<file path="src/rtl/twi_br_pkg.sv">
package twi_br_pkg;
  localparam int CMD_W  = 64;
  localparam int BYTE_W = 8;
  localparam int V_BIT  = 63;
  localparam int RD_BIT = 56;
  localparam int OP_LO  = 57;
  localparam int OP_HI  = 60;
  localparam int IA_LO  = 32;
  localparam int IA_HI  = 34;

  localparam logic [3:0] OP_REG = 4'd6;
  localparam logic [3:0] OP_CLK = 4'd4;

  localparam logic [2:0] IA_DATA = 3'd1;
  localparam logic [2:0] IA_CTL  = 3'd2;
  localparam logic [2:0] IA_CLK  = 3'd3;
  localparam logic [2:0] IA_RST  = 3'd7;

  localparam logic [BYTE_W-1:0] STAT_IDLE = 8'hF8;

  typedef struct packed {
    logic              vld;
    logic [3:0]        op;
    logic              rd;
    logic [2:0]        ia;
    logic [BYTE_W-1:0] dat;
  } cmd_t;
endpackage

</file>
<file path="src/rtl/twi_cmd_decode.sv">
module twi_cmd_decode
  import twi_br_pkg::*;
(
  input  logic [CMD_W-1:0] word,
  output cmd_t             cmd
);
  always_comb begin
    cmd.vld = word[V_BIT];
    cmd.op  = word[OP_HI:OP_LO];
    cmd.rd  = word[RD_BIT];
    cmd.ia  = word[IA_HI:IA_LO];
    cmd.dat = word[BYTE_W-1:0];
  end
endmodule

</file>
<file path="src/rtl/twi_op_seq.sv">
module twi_op_seq #(
  parameter int LAT = 4
) (
  input  logic clk,
  input  logic rst,
  input  logic start,
  output logic busy,
  output logic done
);
  localparam int CW = (LAT > 1) ? $clog2(LAT) : 1;
  localparam logic [CW-1:0] LAST = CW'(LAT - 1);

  logic [CW-1:0] cnt;

  always_ff @(posedge clk) begin
    if (rst) begin
      busy <= 1'b0;
      cnt  <= '0;
    end else if (!busy) begin
      if (start) begin
        busy <= 1'b1;
        cnt  <= '0;
      end
    end else if (cnt == LAST) begin
      busy <= 1'b0;
    end else begin
      cnt <= cnt + 1'b1;
    end
  end

  assign done = busy && (cnt == LAST);

  assert_cnt_range_R3: assert property (@(posedge clk) disable iff (rst)
    busy |-> (cnt <= LAST));
  assert_done_ends_R3: assert property (@(posedge clk) disable iff (rst)
    done |=> !busy);
  assert_busy_holds_R8: assert property (@(posedge clk) disable iff (rst)
    (busy && !done) |=> busy);
endmodule

</file>
<file path="src/rtl/twi_reg_model.sv">
module twi_reg_model
  import twi_br_pkg::*;
#(
  parameter int HP_W = 7
) (
  input  logic              clk,
  input  logic              rst,
  input  logic              we,
  input  logic [2:0]        addr,
  input  logic [BYTE_W-1:0] wdata,
  input  logic              hp_we,
  input  logic [HP_W-1:0]   hp_wdata,
  output logic [BYTE_W-1:0] rdata,
  output logic [HP_W-1:0]   hp_q,
  output logic [BYTE_W-1:0] div_q
);
  logic [BYTE_W-1:0] data_r;
  logic [BYTE_W-1:0] ctl_r;
  logic              srst;

  assign srst = we && (addr == IA_RST);

  always_ff @(posedge clk) begin
    if (rst || srst) begin
      data_r <= '0;
      ctl_r  <= '0;
    end else if (we) begin
      if (addr == IA_DATA) data_r <= wdata;
      if (addr == IA_CTL)  ctl_r  <= wdata;
    end
  end

  always_ff @(posedge clk) begin
    if (rst) begin
      div_q <= '0;
      hp_q  <= '0;
    end else begin
      if (we && addr == IA_CLK) div_q <= wdata;
      if (hp_we)                hp_q  <= hp_wdata;
    end
  end

  always_comb begin
    case (addr)
      IA_DATA: rdata = data_r;
      IA_CTL:  rdata = ctl_r;
      IA_CLK:  rdata = STAT_IDLE;
      default: rdata = '0;
    endcase
  end

  assert_srst_clears_R6: assert property (@(posedge clk) disable iff (rst)
    srst |=> (data_r == '0) && (ctl_r == '0));
  assert_srst_keeps_clk_R6: assert property (@(posedge clk) disable iff (rst)
    srst |=> $stable(div_q) && $stable(hp_q));
endmodule

</file>
<file path="src/rtl/twi_cmd_bridge.sv">
module twi_cmd_bridge
  import twi_br_pkg::*;
#(
  parameter int LAT  = 4,
  parameter int HP_W = 7
) (
  input  logic              clk,
  input  logic              rst,
  input  logic              host_we,
  input  logic [CMD_W-1:0]  host_wdata,
  output logic [CMD_W-1:0]  host_rdata,
  output logic [HP_W-1:0]   hi_period,
  output logic [BYTE_W-1:0] clk_ctl
);
  localparam int PAD_W = CMD_W - 1 - BYTE_W;

  cmd_t              cmd_in;
  cmd_t              cmd_q;
  logic              busy;
  logic              done;
  logic              start;
  logic              rf_we;
  logic              hp_we;
  logic [BYTE_W-1:0] rf_rdata;
  logic [BYTE_W-1:0] rbyte_q;

  twi_cmd_decode u_dec (
    .word (host_wdata),
    .cmd  (cmd_in)
  );

  assign start = host_we && cmd_in.vld && !busy;

  twi_op_seq #(.LAT(LAT)) u_seq (
    .clk   (clk),
    .rst   (rst),
    .start (start),
    .busy  (busy),
    .done  (done)
  );

  always_ff @(posedge clk) begin
    if (rst)        cmd_q <= '0;
    else if (start) cmd_q <= cmd_in;
  end

  assign rf_we = done && (cmd_q.op == OP_REG) && !cmd_q.rd;
  assign hp_we = done && (cmd_q.op == OP_CLK);

  twi_reg_model #(.HP_W(HP_W)) u_rf (
    .clk      (clk),
    .rst      (rst),
    .we       (rf_we),
    .addr     (cmd_q.ia),
    .wdata    (cmd_q.dat),
    .hp_we    (hp_we),
    .hp_wdata (cmd_q.dat[HP_W-1:0]),
    .rdata    (rf_rdata),
    .hp_q     (hi_period),
    .div_q    (clk_ctl)
  );

  always_ff @(posedge clk) begin
    if (rst)
      rbyte_q <= '0;
    else if (done && (cmd_q.op == OP_REG) && cmd_q.rd)
      rbyte_q <= rf_rdata;
  end

  assign host_rdata = {busy, {PAD_W{1'b0}}, rbyte_q};

  assert_accept_R2: assert property (@(posedge clk) disable iff (rst)
    (host_we && host_wdata[V_BIT] && !host_rdata[V_BIT]) |=> host_rdata[V_BIT]);
  assert_no_start_R9: assert property (@(posedge clk) disable iff (rst)
    (!host_rdata[V_BIT] && !(host_we && host_wdata[V_BIT])) |=> !host_rdata[V_BIT]);
  assert_cmd_frozen_R8: assert property (@(posedge clk) disable iff (rst)
    (busy && !done) |=> $stable(cmd_q));
  assert_pad_zero_R11: assert property (@(posedge clk) disable iff (rst)
    host_rdata[CMD_W-2:BYTE_W] == '0);
  assert_byte_moves_on_done_R11: assert property (@(posedge clk) disable iff (rst)
    !$stable(host_rdata[BYTE_W-1:0]) |-> $fell(host_rdata[V_BIT]));
endmodule

</file>
<file path="config.mk">
export PLATFORM = sky130hd
export DESIGN_NAME = twi_cmd_bridge
export DESIGN_NICKNAME = d
export VERILOG_FILES = /design/src/rtl/twi_br_pkg.sv /design/src/rtl/twi_cmd_decode.sv /design/src/rtl/twi_op_seq.sv /design/src/rtl/twi_reg_model.sv /design/src/rtl/twi_cmd_bridge.sv
export SDC_FILE = /design/constraint.sdc
export NUM_CORES = 1
export LEC_CHECK = 0
export BUFFER_PORTS_ARGS = -buffer_cell sky130_fd_sc_hd__buf_2
export CAP_MARGIN = 20
export CORE_AREA = 2 2 109 58
export DETAILED_ROUTE_END_ITERATION = 10
export DIE_AREA = 0 0 111 60
export GPL_TIMING_DRIVEN = 0
export PLACE_DENSITY = 0.94
export SLEW_MARGIN = 15
export SYNTH_ARGS = -nofsm -noshare
export SYNTH_HDL_FRONTEND = slang
export SYNTH_SLANG_ARGS = --single-unit
</file>
<file path="constraint.sdc">
create_clock -name clk -period 2.5 [get_ports clk]
set_clock_uncertainty 0.1 [all_clocks]
set_input_delay 0.125 -clock clk [delete_from_list [all_inputs] [get_ports clk]]
set_output_delay 0.125 -clock clk [all_outputs]
set_load 0.03 [all_outputs]
</file>
==> results.md <==
* Main combinational cell family by area after synthesis: simple AND/OR/NAND/NOR gates
* Seq pwr share at 38.4%
* Max-slew violation count at 0
* Internal power at 0.00190 W
* Post-synth top cells: 58 x dfxtp_1, 57 x buf_4, 53 x nor2_1
* Synthesized-area fraction occupied by adder cells at 0.465%
* First DRT Iteration DRCs at 158
* Nets at 492
* Data required, critical path at 2590 ps
* Synth Area in Compound Gates at 8.09%
* Starting Density at 46.6%
* Seq/Total Area, Yosys at 43.1%
* Setup Fix Bufs, Post-CTS at 0
* Ys async rst share at 0%
* Relative slew slack at 54.6%
* Min Clock Period, post-route at 1960 ps
* Worst-skew pair later-pin latency at 320 ps
* Routed WL at 7330 um
* Share of power burned in the clock network at 49.7%
* Clock Path Buffers at 2
* Pleak at 1.88 nW
* # DRC at 0
* Die W at 111 um
* Status: finished, final reports clean
* Layout cells sized above 1 at 29.4%
* Root Buffer: clkbuf_16
* CP endpoint kind: flip-flop
* First-pass GRT wire length at 11,500 um
* Mux share of post-synthesis cell area at 11.5%
* Power Density at 683 mW/mm^2
* Period utilisation layout at 78.6%
* Logic pwr share at 11.9%
* DR vias at 2,376
* Endpoints failing setup at 0
* CP Launch Type: flip-flop
* Hold slack at 53.0 ps
* Router iterations before antenna repair at 9
* R2R Path End: rbyte_q[3]
* Grt ovf at 0
* Post-synthesis xor/xnor area fraction at 0%
* Switching Share at 24.4%
* R2R Path Start: u_seq.cnt[0]
* Vias in the first global route at 2,242
* Setup TNS at 0 ps
* Row count at 20
* HP Class: in2reg
* Full die area at 0.00666 mm^2
* Most common cell in the netlist: dfxtp_1
* Syn Std Cell Area at 0.00269 mm^2
* Detailed placer's ending HPWL at 4830 um
* FF-to-FF path depth at 6
* Via-to-Cell Ratio at 4.70
* Net switching power figure at 0.000611 W
* RSZ-0062 raised after global routing: no
* Synth Instances at 301
* Area delta synth->final at 36.2%
* Largest net degree at the start of global routing at 11
* Worst Hold Path EP: cmd_q[7]
* Simple-Gate Fraction of Synth Area at 19.0%
* Synthesized area per cell at 8.95 um^2
* # IOs at 146
* Tot GR Track Use at 23.1%
* Routed Antenna Nets at 0
* CTS tree: built
* Achievable Freq at 509 MHz
* Number of synthesized flops with an enable pin at 0
* Post-synth cell types at 30
* Max cap viols at 0
* Number of H-tree levels at 3
* Initial antenna violation count at 0
* Utilization after layout at 63.4%
* CP Class: reg2reg
* CP Data Arrival Time at 2050 ps
* GP Congestion at 0.865
* I/O Buffers at 42
* Actual slew at the worst max-slew pin at 676 ps
* Drt wl/cell at 14.5 um
* Cell taking the most area after synthesis: dfxtp_1
* Die Height at 60 um
* R2R setup slack at 540 ps
* Total CTS buffers at 9
* Core region area at 0.00578 mm^2
* Register clock-pin slew on the reported worst setup and hold paths at 50 ps
* Hold depth at 2
* Most common flop cell mapped by yosys: dfxtp_1
* Fin. Hold Viols at 0
* Antenna diodes at 0
* Synth area leaders: dfxtp_1 43%, buf_4 16%, mux2i_1 12%, nor2_1 7.4%, nand2_1 4.6%
* HP Start: rst
* Seq cells post-synth at 58
* Sink Count at 58
* Yosys warnings at 0
* Max Fanout on Critical Path at 8
* Maximum VDD drop at 0.421 mV
* Share of the synthesized area in the top cell type at 43.1%
==> power groups by stage <==
stage / logic (W) / clock network [W] / registers (W)
4_1_cts: 0.000288 / 0.00125 / 0.000962
3_5_place_dp: 0.000267 / 0 / 0.000980
3_3_place_gp: 0.000264 / 0 / 0.000978
6_report: 0.000298 / 0.00124 / 0.000963
5_1_grt: 0.000320 / 0.00130 / 0.000963
2_1_floorplan: 0.000235 / 0 / 0.000972
==> layout make-up <==
type | instances | area, um^2
Buffer | 69 | 477
Clock buffer | 13 | 270
Clock inverter | 2 | 35.0
Fill cell | 463 | 2110
Multi-Input combinational cell | 228 | 1260
Sequential cell | 58 | 1160
Tap cell | 77 | 96.3
Timing Repair Buffer | 58 | 370
==> critical path, cell delays in order (launching register included) <==
cell and delay, ps:
dfxtp_1 370, ha_1 270, nand3_2 160, or2_2 340, clkbuf_1 220, a22oi_1 300, nor2_1 70
==> worst max path at each step <==
| stage | end | from | cells past startpoint |
|---|---|---|---|
| after CTS | u_rf.hp_q[0] | u_seq.cnt[0] | 5 |
| after floorplan | rbyte_q[3] | u_seq.cnt[0] | 6 |
| after detailed placement | u_rf.hp_q[0] | u_seq.cnt[0] | 5 |
| final | rbyte_q[3] | u_seq.cnt[0] | 6 |
| after global placement | u_rf.hp_q[0] | u_seq.cnt[0] | 5 |
| after global routing | rbyte_q[3] | u_seq.cnt[0] | 6 |
==> sequential cells by signal, summed over array words and instances, names as in the netlist <==
signal	flops
cmd_q	16
rbyte_q	8
u_rf.ctl_r	8
u_rf.data_r	8
u_rf.div_q	8
u_rf.hp_q	7
u_seq.busy	1
u_seq.cnt	2
==> timing repair <==
action,CTS,global route
endpoints found under the hold margin,16,0
gates resized for setup,0,0
hold buffers,16,0
==> cells in the final DEF, fill, tap and decap left out, drive strengths merged <==
master / n
dfxtp: 58
o21bai: 1
buf: 102
nand3b: 1
conb: 55
ha: 1
a22oi: 8
nor3: 2
nand2: 33
a21oi: 23
a22o: 3
nand4: 1
a31o: 1
and4bb: 2
mux2i: 31
dlygate4sd3: 16
nor2b: 3
and3b: 1
or2: 1
bufinv: 1
clkinv: 1
nor4: 1
nand4bb: 1
nand3: 4
clkbuf: 22
nor2: 53
or2b: 1
and4b: 1
==> through the flow <==
stage                     worst slack (ps)  cell area, um^2  total power (W)  cells
after global routing                   468             3670          0.00258    505
after CTS                              599             3670          0.00250    505
after floorplan                        916             2900          0.00121    355
after global placement                 709             3200          0.00124    474
final                                  536             3670          0.00251    505
after detailed placement               616             3200          0.00125    474
==> metal layers <==
| metal | track usage, % | vias up | wire length [um] |
|---|---|---|---|
| met5 | 0 | - | 0 |
| met4 | 13.4 | 0 | 294 |
| met3 | 6.49 | 31 | 582 |
| met2 | 40.0 | 106 | 3460 |
| met1 | 26.7 | 1099 | 2990 |
| li1 | - | 1140 | - |
==> cell families (layout without fill, tap and decap cells) <==
family / Yosys count / count (layout)
compound gates: 36 / 36
fa+ha+maj: 1 / 1
buf+inv: 69 / 142
flops: 58 / 58
mux: 31 / 31
other cells: 1 / 55
simple gates: 105 / 105
No activity file was read; power rests on OpenSTA's default activity.
